### config.mk
export PLATFORM = sky130hd
export DESIGN_NAME = hwctl_unit
export DESIGN_NICKNAME = d
export VERILOG_FILES = /design/src/rtl/hwctl_pkg.sv /design/src/rtl/hwctl_opc_dec.sv /design/src/rtl/hwctl_step_gen.sv /design/src/rtl/hwctl_strobe_logic.sv /design/src/rtl/hwctl_unit.sv
export SDC_FILE = /design/constraint.sdc
export NUM_CORES = 1
export LEC_CHECK = 0
export BUFFER_PORTS_ARGS = -buffer_cell sky130_fd_sc_hd__clkbuf_2
export CORE_AREA = 2 2 39 41
export DETAILED_ROUTE_END_ITERATION = 16
export DIE_AREA = 0 0 41 43
export GPL_TIMING_DRIVEN = 0
export HOLD_SLACK_MARGIN = 0.02
export PLACE_DENSITY = 0.73
export SLEW_MARGIN = 20
export SYNTH_ARGS = -nofsm -noshare
export SYNTH_HDL_FRONTEND = slang
export SYNTH_SLANG_ARGS = --single-unit
export TNS_END_PERCENT = 10
### constraint.sdc
create_clock -name clk_i -period 1.6 [get_ports clk_i]
set_clock_uncertainty 0.05 [all_clocks]
set_input_delay 0.16 -clock clk_i [delete_from_list [all_inputs] [get_ports clk_i]]
set_output_delay 0.16 -clock clk_i [all_outputs]
set_load 0.01 [all_outputs]
### src/rtl/hwctl_pkg.sv
package hwctl_pkg;
  parameter int IR_W        = 16;
  parameter int OPC_W       = 5;
  parameter int OPC_LSB     = 11;
  parameter int N_OPS       = 1 << OPC_W;
  parameter int N_STEPS     = 8;
  parameter int FETCH_STEPS = 3;
  parameter int HALT_OP     = N_OPS - 1;

  typedef struct packed {
    logic pc_out;
    logic ld_pc;
    logic ld_mar;
    logic inc_pc;
    logic mbr_out;
    logic ld_ir;
    logic rf_to_bus;
  } strobe_t;

  // one bit per opcode line in [lo, hi]
  function automatic logic [N_OPS-1:0] op_range(input int lo, input int hi);
    logic [N_OPS-1:0] m;
    m = '0;
    for (int k = 0; k < N_OPS; k++)
      if (k >= lo && k <= hi) m[k] = 1'b1;
    return m;
  endfunction
endpackage

### src/rtl/hwctl_opc_dec.sv
module hwctl_opc_dec #(
  parameter int OPC_W = 5,
  localparam int N_OPS = 1 << OPC_W
) (
  input  logic [OPC_W-1:0] opc_i,
  output logic [N_OPS-1:0] op_o
);
  for (genvar g = 0; g < N_OPS; g++) begin : g_line
    assign op_o[g] = (opc_i == OPC_W'(g));
  end
endmodule

### src/rtl/hwctl_step_gen.sv
module hwctl_step_gen #(
  parameter int N_STEPS     = 8,
  parameter int FETCH_STEPS = 3
) (
  input  logic               clk_i,
  input  logic               rst_ni,
  input  logic               hold_i,
  input  logic               seq_end_i,
  output logic [N_STEPS-1:0] step_o
);
  localparam logic [N_STEPS-1:0] FIRST = N_STEPS'(1);

  logic [N_STEPS-1:0] step_q, step_d;
  logic               in_exec;

  assign in_exec = ~|step_q[FETCH_STEPS-1:0];

  always_comb begin
    if (hold_i)
      step_d = step_q;
    else if (step_q[N_STEPS-1] || (seq_end_i && in_exec))
      step_d = FIRST;
    else
      step_d = step_q << 1;
  end

  always_ff @(posedge clk_i or negedge rst_ni) begin
    if (!rst_ni) step_q <= FIRST;
    else         step_q <= step_d;
  end

  assign step_o = step_q;


  step_onehot_chk: assert property (@(posedge clk_i) disable iff (!rst_ni)
    $onehot(step_q));


  step_wrap_chk: assert property (@(posedge clk_i) disable iff (!rst_ni)
    (step_q[N_STEPS-1] && !hold_i) |=> step_q[0]);


  fetch_no_return_chk: assert property (@(posedge clk_i) disable iff (!rst_ni)
    (step_q[0] && seq_end_i) |=> step_q[1]);


  hold_stable_chk: assert property (@(posedge clk_i) disable iff (!rst_ni)
    hold_i |=> $stable(step_q));
endmodule

### src/rtl/hwctl_strobe_logic.sv
module hwctl_strobe_logic
  import hwctl_pkg::*;
(
  input  logic [N_STEPS-1:0] step_i,
  input  logic [N_OPS-1:0]   op_i,
  input  logic               cond_i,
  input  logic               halt_i,
  output strobe_t            strobe_o
);
  localparam logic [N_OPS-1:0] M_JMP   = op_range(20, 20);
  localparam logic [N_OPS-1:0] M_PCSV  = op_range(20, 20) | op_range(22, 22);
  localparam logic [N_OPS-1:0] M_BR    = op_range(16, 19);
  localparam logic [N_OPS-1:0] M_MEM   = op_range(28, 29);
  localparam logic [N_OPS-1:0] M_RFBUS = op_range(0, 14);

  logic g_jmp, g_pcsv, g_br, g_mem, g_rfbus;
  strobe_t raw;

  assign g_jmp   = |(op_i & M_JMP);
  assign g_pcsv  = |(op_i & M_PCSV);
  assign g_br    = |(op_i & M_BR);
  assign g_mem   = |(op_i & M_MEM);
  assign g_rfbus = |(op_i & M_RFBUS);

  always_comb begin
    raw.pc_out    = step_i[0] | (step_i[3] & g_pcsv) | (step_i[4] & g_br);
    raw.ld_pc     = step_i[1] | (step_i[5] & g_jmp) | (step_i[6] & cond_i & g_br);
    raw.ld_mar    = step_i[0] | (step_i[5] & g_mem);
    raw.inc_pc    = step_i[0];
    raw.mbr_out   = step_i[2] | (step_i[7] & g_mem);
    raw.ld_ir     = step_i[2];
    raw.rf_to_bus = step_i[3] & g_rfbus;
    strobe_o      = halt_i ? '0 : raw;
  end
endmodule

### src/rtl/hwctl_unit.sv
module hwctl_unit
  import hwctl_pkg::*;
(
  input  logic               clk_i,
  input  logic               rst_ni,
  input  logic [IR_W-1:0]    ir_i,
  input  logic               cond_i,
  input  logic               seq_end_i,
  output logic [N_STEPS-1:0] step_o,
  output logic               pc_out_o,
  output logic               ld_pc_o,
  output logic               ld_mar_o,
  output logic               inc_pc_o,
  output logic               mbr_out_o,
  output logic               ld_ir_o,
  output logic               rf_to_bus_o
);
  logic [OPC_W-1:0]   opc;
  logic [N_OPS-1:0]   op;
  logic [N_STEPS-1:0] step;
  logic               halt;
  strobe_t            stb;

  assign opc = ir_i[OPC_LSB +: OPC_W];

  hwctl_opc_dec #(.OPC_W(OPC_W)) u_dec (
    .opc_i (opc),
    .op_o  (op)
  );

  // halt acts only once the instruction is loaded
  assign halt = op[HALT_OP] & ~|step[FETCH_STEPS-1:0];

  hwctl_step_gen #(.N_STEPS(N_STEPS), .FETCH_STEPS(FETCH_STEPS)) u_step (
    .clk_i     (clk_i),
    .rst_ni    (rst_ni),
    .hold_i    (halt),
    .seq_end_i (seq_end_i),
    .step_o    (step)
  );

  hwctl_strobe_logic u_stb (
    .step_i   (step),
    .op_i     (op),
    .cond_i   (cond_i),
    .halt_i   (halt),
    .strobe_o (stb)
  );

  assign step_o      = step;
  assign pc_out_o    = stb.pc_out;
  assign ld_pc_o     = stb.ld_pc;
  assign ld_mar_o    = stb.ld_mar;
  assign inc_pc_o    = stb.inc_pc;
  assign mbr_out_o   = stb.mbr_out;
  assign ld_ir_o     = stb.ld_ir;
  assign rf_to_bus_o = stb.rf_to_bus;


  halt_quiet_chk: assert property (@(posedge clk_i) disable iff (!rst_ni)
    halt |-> !(pc_out_o | ld_pc_o | ld_mar_o | inc_pc_o | mbr_out_o | ld_ir_o | rf_to_bus_o));


  branch_cond_chk: assert property (@(posedge clk_i) disable iff (!rst_ni)
    (ld_pc_o && step_o[6]) |-> cond_i);


  fetch_ir_chk: assert property (@(posedge clk_i) disable iff (!rst_ni)
    ld_ir_o |=> step_o[3]);
endmodule

==> impl_metrics.toml, run 1 <==
[outcome]
status = "finished clean"

[sta]
fin_crit_sh_pct = 91.2
slew_headroom_pct = 76.2
setup-tns-final_ns = 0
maxSlewViolCount = 0
setup_violations = 0
period_needed_ns = 1.46
max_freq_mhz = 685
tightest_slew_ns = 0.355
postLayoutSetupSlackWorst_ns = 0.141
hold_viol_final = 0
rsz0062_at_grt = "no"

[setup_path]
startpoint = "u_step.step_o[5]"
rr_startpoint = "u_step.step_o[1]"
crit_required_ns = 1.39
cp_max_fo = 5
worstPathArrival_ns = 1.25
cp-start-kind = "flip-flop"
criticalPathCategory = "reg2out"
end_kind = "output port"

[routing]
drt_iter0_drc = 9
vias_per_cell = 4.74
wirelength_um = 1010
antenna_left = 0
wl_per_cell_um = 11.6
routed-wl-met2_um = 445
dr.max_layer_used = "met4"
wl_met1_um = 465
wl_met3_um = 75
num_vias = 412
drt_pass1_iterations = 2
drc = 0

[global_routing]
grt_pass1_wl_um = 1380
grt_max_degree = 11
track_usage_pct = 12.5
antenna_found_initial = 0
grt-ovfl-total = 0
grt_pass1_vias = 344

[logic_synthesis]
synth_compound_area_share_pct = 10.4
syn_inst = 43
syn_avg_cell_area_um2 = 11.2
synth-simple-area-share_pct = 30.6
syn_area_um2 = 483
synth-edff-count = 0
yosysUniqueCellTypes = 22
muxShareOfSynthArea_pct = 12.4
synth-xor-area-share_pct = 0
ys_warn_count = 0
synthArstFlopShare_pct = 100
synth_fa_ha_area_share_pct = 0
synth_ff_type = "dfrtp_1"
synth_top_family_by_area = "simple AND/OR/NAND/NOR gates"
synth-seq-cells = 8
yosysSeqAreaShare_pct = 41.7
synth_nets = 63

[placed_design]
place_ws_ns = 0.195
place.gp.congestion = 0.692
place.port_buffers = 23
hpwl_um = 767
place_inst = 82

[job]
cap_violations = 0

[power_and_ir_drop]
p_switching_w = 0.000450
power.internal_w = 0.000677
power.density_nw_per_um2 = 1720
power.leakage_nw = 0.355
swShare_pct = 39.9
ir_worst_vdd_mv = 0.678
pwr-share-seq_pct = 36.3
combPwrFrac_pct = 49.1
p_clk_share_pct = 14.6

[cts]
clock-sinks = 8
htreeDepth = 1
cts_max_path_buffers = 2
insertion_delay_ns = 0.26
cts_buffers = 3
clock-root-buffer = "clkbuf_4"
clk_pin_slew_ns = 0.06
tritoncts = "built"

[die]
die_w_um = 41
die_y_um = 43
core_um2 = 1380
die-area_um2 = 1760
rows = 14
ios = 35
start_util_pct = 34.9

[layout]
area_growth_pct = 35.5
antenna_cells = 0
fill_cells = 138
layout.nets = 92
post-route-util_pct = 47.3
drive_gt1_share_pct = 52.1
largest_reg_flops = 8
fin_cells = 87

[worst_hold_path]
hp-class = "in2async"
power groups by stage:
stage | Combinational [W] | Clock, W | Sequential, W
2_1_floorplan | 0.000317 | 0 | 0.000434
3_3_place_gp | 0.000551 | 0 | 0.000408
3_5_place_dp | 0.000557 | 0 | 0.000413
4_1_cts | 0.000561 | 0.000172 | 0.000410
5_1_grt | 0.000606 | 0.000186 | 0.000421
6_report | 0.000554 | 0.000165 | 0.000409
critical path, stage by stage, from the launching register on:
cell and delay [ns]:
dfrtp_1 0.41, nand2_1 0.07, o31ai_1 0.23, a21o_1 0.15
clkbuf_2 0.12
synth_stat cells, types with 2 or more instances:
cell type	count	share of area, %
a21o_1	2	3.1
clkbuf_1	2	1.6
dfrtp_1	7	36
inv_1	3	2.3
mux2_4	4	12
nand2_1	3	2.3
nand3b_1	2	3.1
nor2b_1	3	3.9
nor3_1	3	3.1
nor3b_1	2	3.1
layout by cell type (no fill, tap or decap), types with 2 or more instances in the layout:
| cell type | count |
|---|---|
| clkbuf_2 | 23 |
| dfrtp_1 | 7 |
| mux2_4 | 4 |
| inv_1 | 3 |
| nor3_1 | 3 |
| nor2b_1 | 3 |
| nand2_1 | 3 |
| clkbuf_1 | 3 |
| clkbuf_4 | 3 |
| nand3b_1 | 2 |
| a21o_1 | 2 |
| nor3b_1 | 2 |
layer usage:
| layer | vias to the layer above | global-route usage, % |
|---|---|---|
| met1 | 185 | 13.4 |
| li1 | 207 | - |
| met5 | - | 0 |
| met4 | 0 | 10.0 |
| met3 | 4 | 4.71 |
| met2 | 16 | 18.4 |
final cells by class:
type	count	area (um^2)	share of cell area, %
plain buffers	3	12.5	1.91
clock buffers	4	26.3	4.02
inverters	3	11.3	1.72
multi-input cells	29	258	39.4
flip-flops and latches	8	201	30.8
well taps	16	20.0	3.06
repair buffers	24	125	19.1
path summary, 6_finish.rpt:
| check | endpoint | slack [ns] | cells after the start |
|---|---|---|---|
| max in group asynchronous | u_step.step_o[0] | 1.02 | 2 |
| max | ld_pc_o | 0.14 | 4 |
| min reg2reg | u_step.step_o[4] | 0.49 | 1 |
| min in group clk_i | u_step.step_o[3] | 0.22 | 3 |
| max reg2reg | u_step.step_o[4] | 0.21 | 3 |
| min | u_step.step_o[7] | 0.22 | 2 |
logic make-up after synthesis:
family	after synthesis
AND/OR/NAND/NOR	18
AO/OA/AOI/OAI	7
flip-flops	8
multiplexers	4
buffers and inverters	6
through the flow:
stage / power [W] / hold WS (ns) / area (um^2)
2_1_floorplan: 0.000751 / -0.186 / 483
3_3_place_gp: 0.000959 / -0.0347 / 618
3_5_place_dp: 0.000970 / -0.0360 / 618
4_1_cts: 0.00114 / 0.214 / 654
5_1_grt: 0.00121 / 0.229 / 654
6_report: 0.00113 / 0.219 / 654
timing repair:
item                      CTS  global route
hold buffers                1             0
hold endpoints to repair    8             0
resized for setup           0             0
buffers inserted            0             0
Note: power is estimated with default switching activity, not from simulation.
==> run 2: changes to the inputs <==
--- a/config.mk
+++ b/config.mk
@@ -6,14 +6,15 @@
 export NUM_CORES = 1
 export LEC_CHECK = 0
 export BUFFER_PORTS_ARGS = -buffer_cell sky130_fd_sc_hd__clkbuf_2
-export CORE_AREA = 2 2 39 41
+export CORE_MARGIN = 2
+export CORE_UTILIZATION = 44
 export DETAILED_ROUTE_END_ITERATION = 16
-export DIE_AREA = 0 0 41 43
 export GPL_TIMING_DRIVEN = 0
 export HOLD_SLACK_MARGIN = 0.02
-export PLACE_DENSITY = 0.73
+export PLACE_DENSITY = 0.78
 export SLEW_MARGIN = 20
 export SYNTH_ARGS = -nofsm -noshare
 export SYNTH_HDL_FRONTEND = slang
+export SYNTH_HIERARCHICAL = 1
 export SYNTH_SLANG_ARGS = --single-unit
 export TNS_END_PERCENT = 10
==> impl_metrics.toml, run 2 <==
[sta]
tightest_slew_ns = 0.345
maxSlewViolCount = 0
rsz0062_at_grt = "yes"
fin_crit_sh_pct = 102
hold_viol_final = 0
setup-tns-final_ns = -0.0702
setup_violations = 3
max_freq_mhz = 613
slew_headroom_pct = 76.8
postLayoutSetupSlackWorst_ns = -0.0317
period_needed_ns = 1.63

[layout]
antenna_cells = 0
postLayoutCellArea_um2 = 868
layout_commonest_cell = "nor2_1"
layout.nets = 138
drive_gt1_share_pct = 37.6
area_growth_pct = 33.2
final_cell_mix = "28 x nor2_1, 22 x clkbuf_2, 6 x dfrtp_1"
largest_reg_flops = 8
fill_cells = 127

[logic_synthesis]
syn_area_um2 = 652
ys_warn_count = 6
syn_avg_cell_area_um2 = 7.41
syn_inst = 88
synth_nets = 108

[cts]
tritoncts = "built"
insertion_delay_ns = 0.26
htreeDepth = 1
clock-root-buffer = "clkbuf_4"
clk_pin_slew_ns = 0.05
cts_buffers = 3
cts_max_path_buffers = 2
clock-sinks = 8

[job]
cap_violations = 0

[routing]
wl_per_cell_um = 11.9
vias_per_cell = 5.50
drc = 0
drt_iter0_drc = 18
num_vias = 726
antenna_left = 0
drt_pass1_iterations = 4
wirelength_um = 1570

[setup_path]
end_kind = "output port"
cp_slowest_cell = "or4_4"
crit_required_ns = 1.39
path_buf_inv = 2
cp_max_fo = 8
cp-start-kind = "input port"
criticalPathCategory = "in2out"
worstPathArrival_ns = 1.42
cp_cell_sequence = "clkbuf_4, or3b_4, nor2_1, or4_4, nand2_1, a31oi_1, clkbuf_2"
cp_top_family = "simple AND/OR/NAND/NOR gates"
r2r_slack_ns = 0.12
slowest_delay_ns = 0.53

[die]
core_um2 = 1350
die-area_um2 = 1810
die_y_um = 42.5
ios = 35
start_util_pct = 48.3
rows = 13
die_w_um = 42.5

[global_routing]
grt_max_degree = 11
antenna_found_initial = 0
grt_pass1_wl_um = 2770
grt-ovfl-total = 0
grt_pass1_vias = 658
track_usage_pct = 20.1

[outcome]
violations = "setup timing"
status = "finished with violations"

[placed_design]
place.port_buffers = 23
place.gp.congestion = 0.840
hpwl_um = 1210
postPlaceCellArea_um2 = 795

[power_and_ir_drop]
swShare_pct = 42.6
power.density_nw_per_um2 = 1300
power.leakage_nw = 0.388
ir_worst_vdd_mv = 0.909
power.internal_w = 0.000648
combPwrFrac_pct = 45.8
pwr-share-seq_pct = 39.6
p_clk_share_pct = 14.7
p_switching_w = 0.000480

[worst_hold_path]
hp-class = "in2reg"
## run 2: routing by layer
metal  GRT usage [%]  vias up  share of wire (%)
li1                -      366                  -
met1            22.5      331                 42
met2            34.5       27                 51
met3            4.74        2                5.8
met4            11.3        0                1.2
met5               0        -                  0
## run 2: final timing paths
check | endpoint | cells after the start | from
setup / recovery | pc_out_o | 7 | ir_i[11]
hold / removal | u_step/step_o[0] | 3 | seq_end_i
setup reg to reg | u_step/step_o[4] | 4 | u_step/step_o[1]
hold reg to reg | u_step/step_o[4] | 1 | u_step/step_o[4]
max in group asynchronous | u_step/step_o[0] | 2 | rst_ni
min in group asynchronous | u_step/step_o[1] | 2 | rst_ni
## run 2: worst min-delay path: stages
cell and delay, ns:
clkbuf_2 0.08, or4b_4 0.22, a21oi_1 0.06
## run 2: power by group through the flow
stage,clock network [W],registers (W),logic [W]
after floorplan,0,0.000455,0.000263
after global placement,0,0.000441,0.000502
after detailed placement,0,0.000449,0.000508
after CTS,0.000171,0.000448,0.000520
after global routing,0.000180,0.000471,0.000581
final,0.000165,0.000446,0.000516
## run 2: cell type report
class	count	area [um^2]	area share, %
Multi-Input combinational cell	75	459	52.9
Sequential cell	8	203	23.3
Timing Repair Buffer	26	143	16.4
Clock buffer	4	26.3	3.03
Tap cell	15	18.8	2.16
Buffer	3	15.0	1.73
Inverter	1	3.75	0.432
## run 2: repair_timing
action / 4_1_cts / 5_1_grt
setup endpoints to repair: 15 / 10
hold endpoints to repair: 8 / 0
pin swaps: 3 / 0
resized for setup: 4 / 5
buffers inserted: 2 / 0
hold buffers: 1 / 0
## run 2: stage by stage
step	setup slack (ns)	utilization, %	std cells	total power [W]	hold WS (ns)
finish	-0.0317	64.3	132	0.00113	0.222
global route	-0.121	64.3	132	0.00123	0.231
CTS	-0.0246	63.6	133	0.00114	0.218
detailed placement	-0.126	58.9	126	0.000957	-0.0354
global placement	-0.0673	58.9	126	0.000943	-0.0371
floorplan	0.0598	-	88	0.000718	-0.186
==> run 3: changes to the inputs <==
--- a/config.mk
+++ b/config.mk
@@ -6,7 +6,6 @@
 export NUM_CORES = 1
 export LEC_CHECK = 0
 export BUFFER_PORTS_ARGS = -buffer_cell sky130_fd_sc_hd__clkbuf_2
-export CORE_MARGIN = 2
 export CORE_UTILIZATION = 44
 export DETAILED_ROUTE_END_ITERATION = 16
 export GPL_TIMING_DRIVEN = 0
==> impl_metrics.toml, run 3 (synthesis results as in run 2) <==
[outcome]
status = "finished with violations"
violations = "setup timing"

[routing]
vias_per_cell = 5.42
num_vias = 710
wl_per_cell_um = 11.4
drt_iter0_drc = 8
antenna_left = 0
wirelength_um = 1490
drt_pass1_iterations = 4
drc = 0

[layout]
antenna_cells = 0
layout_commonest_cell = "nor2_1"
area_growth_pct = 31.7
largest_reg_flops = 8
drive_gt1_share_pct = 37.1
post-route-util_pct = 64.4
final_cell_mix = "28 x nor2_1, 21 x clkbuf_2, 6 x dfrtp_1"
layout.nets = 137

[cts]
htreeDepth = 1
cts_buffers = 3
tritoncts = "built"
insertion_delay_ns = 0.26
clock-root-buffer = "clkbuf_4"
cts_max_path_buffers = 2
clk_pin_slew_ns = 0.05
clock-sinks = 8

[setup_path]
cp_slowest_cell = "or4_4"
cp_top_family = "simple AND/OR/NAND/NOR gates"
r2r_end = "u_step/step_o[4]"
path_buf_inv = 2
end_kind = "output port"
criticalPathCategory = "in2out"
crit_required_ns = 1.39
worstPathArrival_ns = 1.43
cp.depth = 7
slowest_delay_ns = 0.54
r2r_slack_ns = 0.11
rr_worst_depth = 4
rr_startpoint = "u_step/step_o[1]"
cp-start-kind = "input port"
cp_cell_sequence = "clkbuf_4, or3b_4, nor2_1, or4_4, nand2_2, a31oi_1, clkbuf_2"
cp_max_fo = 8

[sta]
slew_headroom_pct = 77.2
period_needed_ns = 1.64
hold_viol_final = 0
setup-tns-final_ns = -0.0594
postLayoutSetupSlackWorst_ns = -0.0435
setup_violations = 2
tightest_slew_ns = 0.341
rsz0062_at_grt = "yes"
fin_crit_sh_pct = 103
maxSlewViolCount = 0
hold_ws_ns = 0.211
max_freq_mhz = 608

[die]
die_y_um = 40.5
core_um2 = 1330
die_w_um = 40.5
start_util_pct = 48.9
die-area_um2 = 1640
ios = 35
rows = 13

[power_and_ir_drop]
power.density_nw_per_um2 = 1320
ir_worst_vdd_mv = 0.807
power.leakage_nw = 0.382

[global_routing]
grt_max_degree = 11
grt_pass1_vias = 564
grt_pass1_wl_um = 2290
antenna_found_initial = 0
grt-ovfl-total = 0
track_usage_pct = 20.9

[placed_design]
place_ws_ns = -0.107
place.gp.congestion = 0.681
place.port_buffers = 23

[worst_hold_path]
hp-class = "in2reg"
hold_depth = 3
hp-start = "seq_end_i"
holdPathEnd = "u_step/step_o[0]"

[job]
cap_violations = 0
run 3: cell count changes in the layout (fill, tap and decap cells not counted), sizes merged:
cell  change
buf       -1
run 3: layout make-up:
cell class	count	area (um^2)
fillers	138	475
multi-input cells	75	457
flip-flops and latches	8	203
repair buffers	25	135
clock buffers	4	26.3
well taps	15	18.8
plain buffers	3	15.0
inverters	1	3.75
run 3: through the flow:
step                      std cells  total power, W  instance area [um^2]
after floorplan                  88        0.000718                   661
after global placement          126        0.000940                   795
after detailed placement        126        0.000952                   795
after CTS                       132         0.00114                   853
after global routing            131         0.00123                   858
final                           131         0.00113                   858
run 3: repair_timing:
action | 4_1_cts | 5_1_grt
setup endpoints to repair | 15 | 9
pin swaps | 1 | 0
setup buffers | 1 | 0
gates resized for setup | 5 | 4
hold buffers | 1 | 0
endpoints found under the hold margin | 8 | 0
run 3: worst max path at each step:
| stage | from | to | slack (ns) |
|---|---|---|---|
| 2_1_floorplan | u_step/step_o[1] | u_step/step_o[0] | 0.06 |
| 3_3_place_gp | u_step/step_o[1] | u_step/step_o[0] | -0.06 |
| 3_5_place_dp | ir_i[11] | u_step/step_o[0] | -0.11 |
| 4_1_cts | ir_i[11] | pc_out_o | -0.03 |
| 5_1_grt | ir_i[14] | pc_out_o | -0.12 |
| 6_report | ir_i[11] | pc_out_o | -0.04 |
run 3: worst register-to-register path, cell delays in order, from the launching register on:
cell and delay [ns]:
dfrtp_2 0.46, nor4b_4 0.30, buf_4 0.20, nor2_1 0.10
a32o_1 0.27
run 3: routing by layer:
metal	GRT usage, %	routed length, um	vias to the layer above
met1	20.5	632	329
met2	42.5	790	17
met4	10.0	19	0
met5	0	0	-
met3	1.67	50	2
li1	-	-	362
run 3: power breakdown:
group	internal, W	total [W]	switching, W
Combinational	0.000250	0.000516	0.000266
Clock	0.0000957	0.000170	0.0000741
Sequential	0.000301	0.000447	0.000147
